$ cat config.mk
export PLATFORM = sky130hd
export DESIGN_NAME = lfm_sweep_ctrl
export DESIGN_NICKNAME = d
export VERILOG_FILES = /design/src/rtl/lfm_pkg.sv /design/src/rtl/lfm_ktable.sv /design/src/rtl/lfm_dwell_timer.sv /design/src/rtl/lfm_index_ctr.sv /design/src/rtl/lfm_sweep_ctrl.sv
export SDC_FILE = /design/constraint.sdc
export NUM_CORES = 1
export LEC_CHECK = 0
export ABC_AREA = 1
export CORE_UTILIZATION = 52
export DETAILED_ROUTE_END_ITERATION = 8
export DONT_BUFFER_PORTS = 1
export GPL_TIMING_DRIVEN = 0
export PLACE_DENSITY_LB_ADDON = 0.08
export RECOVER_POWER = 25
export SKIP_LAST_GASP = 1
export SLEW_MARGIN = 20
export SYNTH_ARGS = -nofsm -noshare
export SYNTH_HDL_FRONTEND = slang
export SYNTH_HIERARCHICAL = 1
export SYNTH_SLANG_ARGS = --single-unit
$ cat constraint.sdc
create_clock -name clk -period 7.1 [get_ports clk]
set_clock_uncertainty 0.1 [all_clocks]
set_input_delay 1.42 -clock clk [delete_from_list [all_inputs] [get_ports clk]]
set_output_delay 1.42 -clock clk [all_outputs]
set_load 0.005 [all_outputs]
$ cat src/rtl/lfm_pkg.sv
package lfm_pkg;

  // Linear ramp of tuning words across the table.
  function automatic int unsigned k_of(input int unsigned i, input int unsigned n_entries,
                                       input int unsigned k_start, input int unsigned k_end);
    return k_start + ((k_end - k_start) * i) / (n_entries - 1);
  endfunction

  // Cycles needed for one full output period: ceil(2^phase_bits / k).
  function automatic int unsigned dwell_of(input int unsigned k, input int unsigned phase_bits);
    return ((32'd1 << phase_bits) + k - 1) / k;
  endfunction

endpackage

$ cat src/rtl/lfm_ktable.sv
module lfm_ktable #(
  parameter int unsigned N_ENTRIES  = 64,
  parameter int unsigned KW         = 10,
  parameter int unsigned PHASE_BITS = 10,
  parameter int unsigned K_START    = 16,
  parameter int unsigned K_END      = 256,
  parameter int unsigned IW         = 6,
  parameter int unsigned DW         = 7
) (
  input  logic [IW-1:0] cur_idx,
  input  logic [IW-1:0] nxt_idx,
  output logic [KW-1:0] k_cur,
  output logic [DW-1:0] nxt_dwell_m1
);
  logic [KW-1:0] k_rom  [N_ENTRIES];
  logic [DW-1:0] dw_rom [N_ENTRIES];

  for (genvar g = 0; g < int'(N_ENTRIES); g++) begin : g_entry
    localparam int unsigned KV = lfm_pkg::k_of(g, N_ENTRIES, K_START, K_END);
    assign k_rom[g]  = KW'(KV);
    assign dw_rom[g] = DW'(lfm_pkg::dwell_of(KV, PHASE_BITS) - 1);
  end

  assign k_cur        = k_rom[cur_idx];
  assign nxt_dwell_m1 = dw_rom[nxt_idx];
endmodule

$ cat src/rtl/lfm_dwell_timer.sv
module lfm_dwell_timer #(
  parameter int unsigned DW       = 7,
  parameter int unsigned RST_LOAD = 63
) (
  input  logic          clk,
  input  logic          rst,
  input  logic          en,
  input  logic [DW-1:0] nxt_load,
  output logic [DW-1:0] cnt,
  output logic          expire
);
  assign expire = (cnt == '0);

  always_ff @(posedge clk) begin
    if (rst)          cnt <= DW'(RST_LOAD);
    else if (en) begin
      if (expire)     cnt <= nxt_load;
      else            cnt <= cnt - 1'b1;
    end
  end
endmodule

$ cat src/rtl/lfm_index_ctr.sv
module lfm_index_ctr #(
  parameter int unsigned N_ENTRIES = 64,
  parameter int unsigned IW        = 6
) (
  input  logic          clk,
  input  logic          rst,
  input  logic          en,
  input  logic          expire,
  output logic [IW-1:0] idx,
  output logic [IW-1:0] nxt_idx,
  output logic          wrap,
  output logic          sweep_start
);
  localparam logic [IW-1:0] LAST = IW'(N_ENTRIES - 1);

  logic at_last;
  logic advance;

  assign at_last = (idx == LAST);
  assign nxt_idx = at_last ? '0 : idx + 1'b1;
  assign advance = en & expire;
  assign wrap    = advance & at_last;

  always_ff @(posedge clk) begin
    if (rst) begin
      idx         <= '0;
      sweep_start <= 1'b0;
    end else begin
      if (advance) idx <= nxt_idx;
      sweep_start <= wrap;
    end
  end
endmodule

$ cat src/rtl/lfm_sweep_ctrl.sv
module lfm_sweep_ctrl #(
  parameter int unsigned N_ENTRIES  = 64,
  parameter int unsigned KW         = 10,
  parameter int unsigned PHASE_BITS = 10,
  parameter int unsigned K_START    = 16,
  parameter int unsigned K_END      = 256
) (
  input  logic          clk,
  input  logic          rst,
  input  logic          en,
  output logic [KW-1:0] k_word,
  output logic          sweep_start
);
  localparam int unsigned IW        = (N_ENTRIES > 1) ? $clog2(N_ENTRIES) : 1;
  localparam int unsigned MAX_DWELL = lfm_pkg::dwell_of(K_START, PHASE_BITS);
  localparam int unsigned DW        = $clog2(MAX_DWELL + 1);
  localparam int unsigned K0        = lfm_pkg::k_of(0, N_ENTRIES, K_START, K_END);
  localparam int unsigned RST_LOAD  = lfm_pkg::dwell_of(K0, PHASE_BITS) - 1;

  logic [IW-1:0] idx;
  logic [IW-1:0] nxt_idx;
  logic [DW-1:0] cnt;
  logic [DW-1:0] nxt_dwell_m1;
  logic          expire;
  logic          wrap;

  lfm_ktable #(
    .N_ENTRIES(N_ENTRIES), .KW(KW), .PHASE_BITS(PHASE_BITS),
    .K_START(K_START), .K_END(K_END), .IW(IW), .DW(DW)
  ) u_table (
    .cur_idx(idx), .nxt_idx(nxt_idx), .k_cur(k_word), .nxt_dwell_m1(nxt_dwell_m1)
  );

  lfm_dwell_timer #(.DW(DW), .RST_LOAD(RST_LOAD)) u_timer (
    .clk(clk), .rst(rst), .en(en), .nxt_load(nxt_dwell_m1), .cnt(cnt), .expire(expire)
  );

  lfm_index_ctr #(.N_ENTRIES(N_ENTRIES), .IW(IW)) u_index (
    .clk(clk), .rst(rst), .en(en), .expire(expire),
    .idx(idx), .nxt_idx(nxt_idx), .wrap(wrap), .sweep_start(sweep_start)
  );
endmodule

## Word-level counts from Yosys, hierarchy flattened

Memories as Yosys holds them, arrays and structs flattened.
Index checks and enable logic that the tools add are counted.

- $add $sub $neg: 2
- Magnitude comparators: 2
- Equality and inequality tests: 1
- Multiplexer cells: 6
- Bitwise operators: 4
- Reductions and logical operators: 1

Operators by type and width:

| cell | number |
|---|---|
| 2-to-1 mux 7 bit | 3 |
| 2-to-1 mux 10 bit | 2 |
| >= comparator 7 bit (second input constant) | 2 |
| inverter 6 -> 7 bit | 2 |
| logical NOT 7 bit | 1 |
| subtractor 7 x 1 -> 7 bit (second input constant) | 1 |
| adder 6 x 1 -> 6 bit (second input constant) | 1 |
| == test 6 bit (second input constant) | 1 |
| 2-to-1 mux 6 bit | 1 |
| AND 1 bit | 2 |

- Register bits: 14
- Memory bits (read-only): 1088
- Bits of input ports: 3
- Output and inout bits: 11
- Word-level logic and storage cells: 21
- Memories kept: 2

Memories:

| memory | depth | bits a word | read ports | clocked after memory_dff | write ports | line | RTL |
|---|---|---|---|---|---|---|---|
| (no name shown) | 64 | 10 | 1 | 0 | 0 | lfm_ktable.sv:24 | `assign k_cur = k_rom[cur_idx];` |
| (no name shown) | 64 | 7 | 1 | 0 | 0 | lfm_ktable.sv:25 | `assign nxt_dwell_m1 = dw_rom[nxt_idx];` |

## Depth between registers and ports, before layout

- Depth after elaboration: 7
- Mapped depth: 16
- Depth with buffers taken out: 16

## Cells and area by module

The synthesis kept the hierarchy.

By module, submodules not included:

| module | times used | cells an instance | area an instance (um2) |
|---|---|---|---|
| lfm_ktable | 1 | 207 | 1076.0 |
| lfm_dwell_timer | 1 | 67 | 459.2 |
| lfm_index_ctr | 1 | 53 | 400.4 |

## Worst setup path before layout

No wires, ideal clock.

- Kind: reg-to-output
- Start: register u_index.idx[2]
- End: output port k_word[0]
- Data arrival time: 1.488 ns
- Data required time: 5.580 ns
- Path slack: 4.092 ns
- Stages on the path, launching flop included: 8
- Path through: dfxtp_1 > clkinv_1 > ha_1 > or2_2 > nand3_1 > nand3_1 > nand2_1 > inv_1

- Word-level cells in the longest chain between the ends: 4

RTL lines:

| item | line | RTL |
|---|---|---|
| start: declaration | lfm_index_ctr.sv:9 | `output logic [IW-1:0] idx,` |
| start signal: assignment | lfm_index_ctr.sv:29 | `if (advance) idx <= nxt_idx;` |
| inverter 6 -> 7 bit (not written as such) | lfm_ktable.sv:24 |  |
| memory read (64 x 10 bit) | n/a |  |
| 2-to-1 mux 10 bit (not written as such) (2 in series) | lfm_ktable.sv:24 |  |
| end: declaration | lfm_sweep_ctrl.sv:11 | `output logic [KW-1:0] k_word,` |

No other way between the ends. The select of a mux whose other input is x is not followed.

## Final worst setup path

Ends and elaborated chain as after synthesis.

==> summary by stage <==
Status
The flow ran to the end, and the final reports show no timing, DRC or antenna violations.

Timing
Setup repair after global routing left no endpoint under its margin. Summed over all failing endpoints, the final setup total negative slack is 0 ns. The number of max-slew violations in the final report is 0.

Derived from the worst setup path, the maximum achievable clock frequency is around 280 MHz. The number of hold violations in the final report is 0. The relative slew slack is 66.8%. The final period utilization is about half. Setup violations remaining at the end of the flow were counted as 0. At the pin with the least slew margin, the transition time is 0.496 ns. The final critical-path required period is 3.57 ns.

The least setup slack across all paths after layout is ~3.5 ns.

Global route
The first-pass GRT wire length is 8020 µm. The number of global-route vias before repair was 1836. The pin count of the biggest net entering global routing is 14. The global-route usage over all layers is 24.4%. After global routing the overflow that remains totals 0.

The initial antenna violation count is 0.

Floorplan
The total core area is 3440 µm². 14 I/O pins were placed. In this run the core area contains 21 standard-cell rows. The floorplan step defined a die boundary enclosing between 3000 and 4000 µm². The overall die width is approximately 63 µm. The floorplan die height is 63.0 µm. The effective utilization at floorplan is 56.1%.

Placement
At the end of routability-driven placement, the weighted congestion stood at 0.897. The worst slack after detailed placement is 3.81 ns. The count of buffers inserted at the top-level ports is 0. The HPWL after detailed placement is between 3000 and 4000 µm. The number of placed instances, taps included is roughly 370.

Clock network
The clock tree buffer depth is 2. Once the clock tree was built, the setup fixing pass inserted 0 buffers. After clock tree synthesis, the clock-pin slew on the worst setup and hold paths is 0.06 ns.

Counting every sink on the clock net gives 14. The post-cts sizing count is 0. TritonCTS created 3 clock buffers.

The clock root buffer is sky130_fd_sc_hd__clkbuf_8. The CTS H-tree depth is 1. In this run, post-CTS hold repair placed 0 buffers.

The TritonCTS clock tree is done. The later pin in the worst-skew pair is clocked with a latency of between 0.2 and 0.3 ns.

Finish
The share of final-layout standard cells stronger than drive strength 1 is 9.37%. In the final layout, flip-flops and latches occupy ~280 µm². The area of the multi-input gates is 1420 µm².

From synthesis to final layout, the design area changed by 5.38%. The count of placed standard cells in the final layout, fillers left out is ~380. The number of fill cells in the layout is 361.

The net count of the finished layout is 358. 0 antenna diodes ended up in the layout.

Synthesis
The Yosys step of the flow raised 6 warnings. After synthesis, the mean cell area works out to 5.93 µm². Synthesis produced 326 cells.

The cell area that synthesis handed to floorplanning was 1930 µm².

Critical path
The signal on the critical path passes through clkinv_1, ha_1, or2_2, nand3_1, nand3_1, nand2_1, inv_1. The family with the most delay on the worst path is flip-flops. The type of origin of the critical path is a flip-flop. The worst setup path is of the flip-flop to output port kind. The worst register-to-register path has a setup slack of around 4.3 ns. The worst setup path endpoint is k_word[0]. The capture point of the worst reg-to-reg path is u_timer/cnt[0].

The start point of the critical path is u_index/idx[2]. The number of cells on the worst reg-to-reg path is 14. In this design, the critical path's most frequently occurring cell is sky130_fd_sc_hd__nand3_1. The critical path runs through a total of 7 cells. The type of element capturing the critical path is an output port.

The largest fanout on the critical path is 12. The largest stage delay on the critical path is 0.61 ns. The slowest stage of the critical path is the sky130_fd_sc_hd__dfxtp_1 cell. The critical path contains buffers and inverters numbering 2 combined. The worst register-to-register path begins at u_index/idx[1]. For the worst setup path, the data required time is 5.58 ns. For the worst setup path, the data arrival time is 2.05 ns.

Route
Detailed routing placed a total of 171 µm of wire on met3. After detailed routing, the met2 layer carries ~2000 µm of wire. For this run, design rule violations remaining after detail routing come to 0. The post-detailed-route count of antenna-violating nets is 0. In the final routed layout, each cell accounts on average for about 12 µm. The final route contains 2017 vias. The first routing iteration left just under 200 violations.

Before antenna repair, the detailed router went through 5 iterations. Using the TritonRoute via totals, the vias-per-cell ratio works out to ~5.4. After detailed routing, the wire length on met1 is 2170 µm.

The highest layer used for signal routing is met4. The final layout contains routed wiring with a total length of 4390 µm.

Pwr
The part of the power in combinational logic is 5.7%. The clock network power share is 45.8%. The sequential power share is between 40% and 50%. Summed over all nets, the switching power comes to 0.0000371 W. The maximum vdd ir drop is 82.5 µV. In this run switching power makes up 21.6% of total power. The power density over the cells is 84.2 nW/µm².

Cell internal power was estimated by the tool at 0.000134 W. The leakage component of the power is 1.07 nW.

Worst hold path
The class of the worst hold path is flip-flop to flip-flop. Along the worst hold path, the cell count comes to 2.

Job
The number of maximum-capacitance violations is 0.
-- per-layer routing --
metal,global-route usage (%),vias to the layer above
met2,38.6,45
met4,7.27,0
met1,34.0,903
met5,0,-
li1,-,1065
met3,3.10,4
-- worst min-delay path, cell delays in order (launching register included) --
cell and delay, ns:
sky130_fd_sc_hd__dfxtp_1 0.32, sky130_fd_sc_hd__a21oi_1 0.06, sky130_fd_sc_hd__o21ai_1 0.05
-- state kept, by name, summed over array words and instances (netlist names) --
name / count
u_timer/cnt: 7
u_index/idx: 6
u_index/sweep_start: 1
-- layout by cell type, fill, tap and decap left out, drive strengths merged, types with 2 or more instances in the layout --
cell,n
or2,2
nand2,87
clkinv,2
nor3,4
buf,7
o21ai,28
inv,43
ha,23
nand3,43
nor2,33
clkbuf,5
dfxtp,14
conb,2
nand4,4
a21oi,25
-- how the worst min path moves through the flow --
stage,start,endpoint
floorplan,u_timer/cnt[0],u_timer/cnt[0]
global route,u_timer/cnt[6],u_timer/cnt[6]
CTS,u_timer/cnt[0],u_timer/cnt[0]
finish,u_timer/cnt[0],u_timer/cnt[0]
detailed placement,u_timer/cnt[0],u_timer/cnt[0]
global placement,u_timer/cnt[5],u_timer/cnt[5]
-- metrics by stage --
step	util (%)	hold WS (ns)	instance area, µm²	power [W]
floorplan	-	0.342	1940	0.0000929
global placement	57.9	0.359	1990	0.0000945
detailed placement	57.9	0.357	1990	0.0000946
CTS	59.5	0.372	2050	0.000175
global route	59.1	0.411	2040	0.000180
finish	59.1	0.369	2040	0.000171
-- final cells by class --
type                       instances  share of cell area [%]
multi-input combinational        260                    69.8
sequential                        14                    13.8
inverter                          45                    8.30
tap                               46                    2.83
clock buffer                       4                    2.70
buffer                             8                    2.58
-- power groups by stage --
stage	clock [W]	combinational, W	sequential [W]
6_report	0.0000785	0.00000983	0.0000832
5_1_grt	0.0000848	0.0000113	0.0000835
4_1_cts	0.0000820	0.00000982	0.0000831
3_5_place_dp	0	0.00000973	0.0000849
3_3_place_gp	0	0.00000966	0.0000848
2_1_floorplan	0	0.00000851	0.0000844
(Power assumes the default switching activity.)
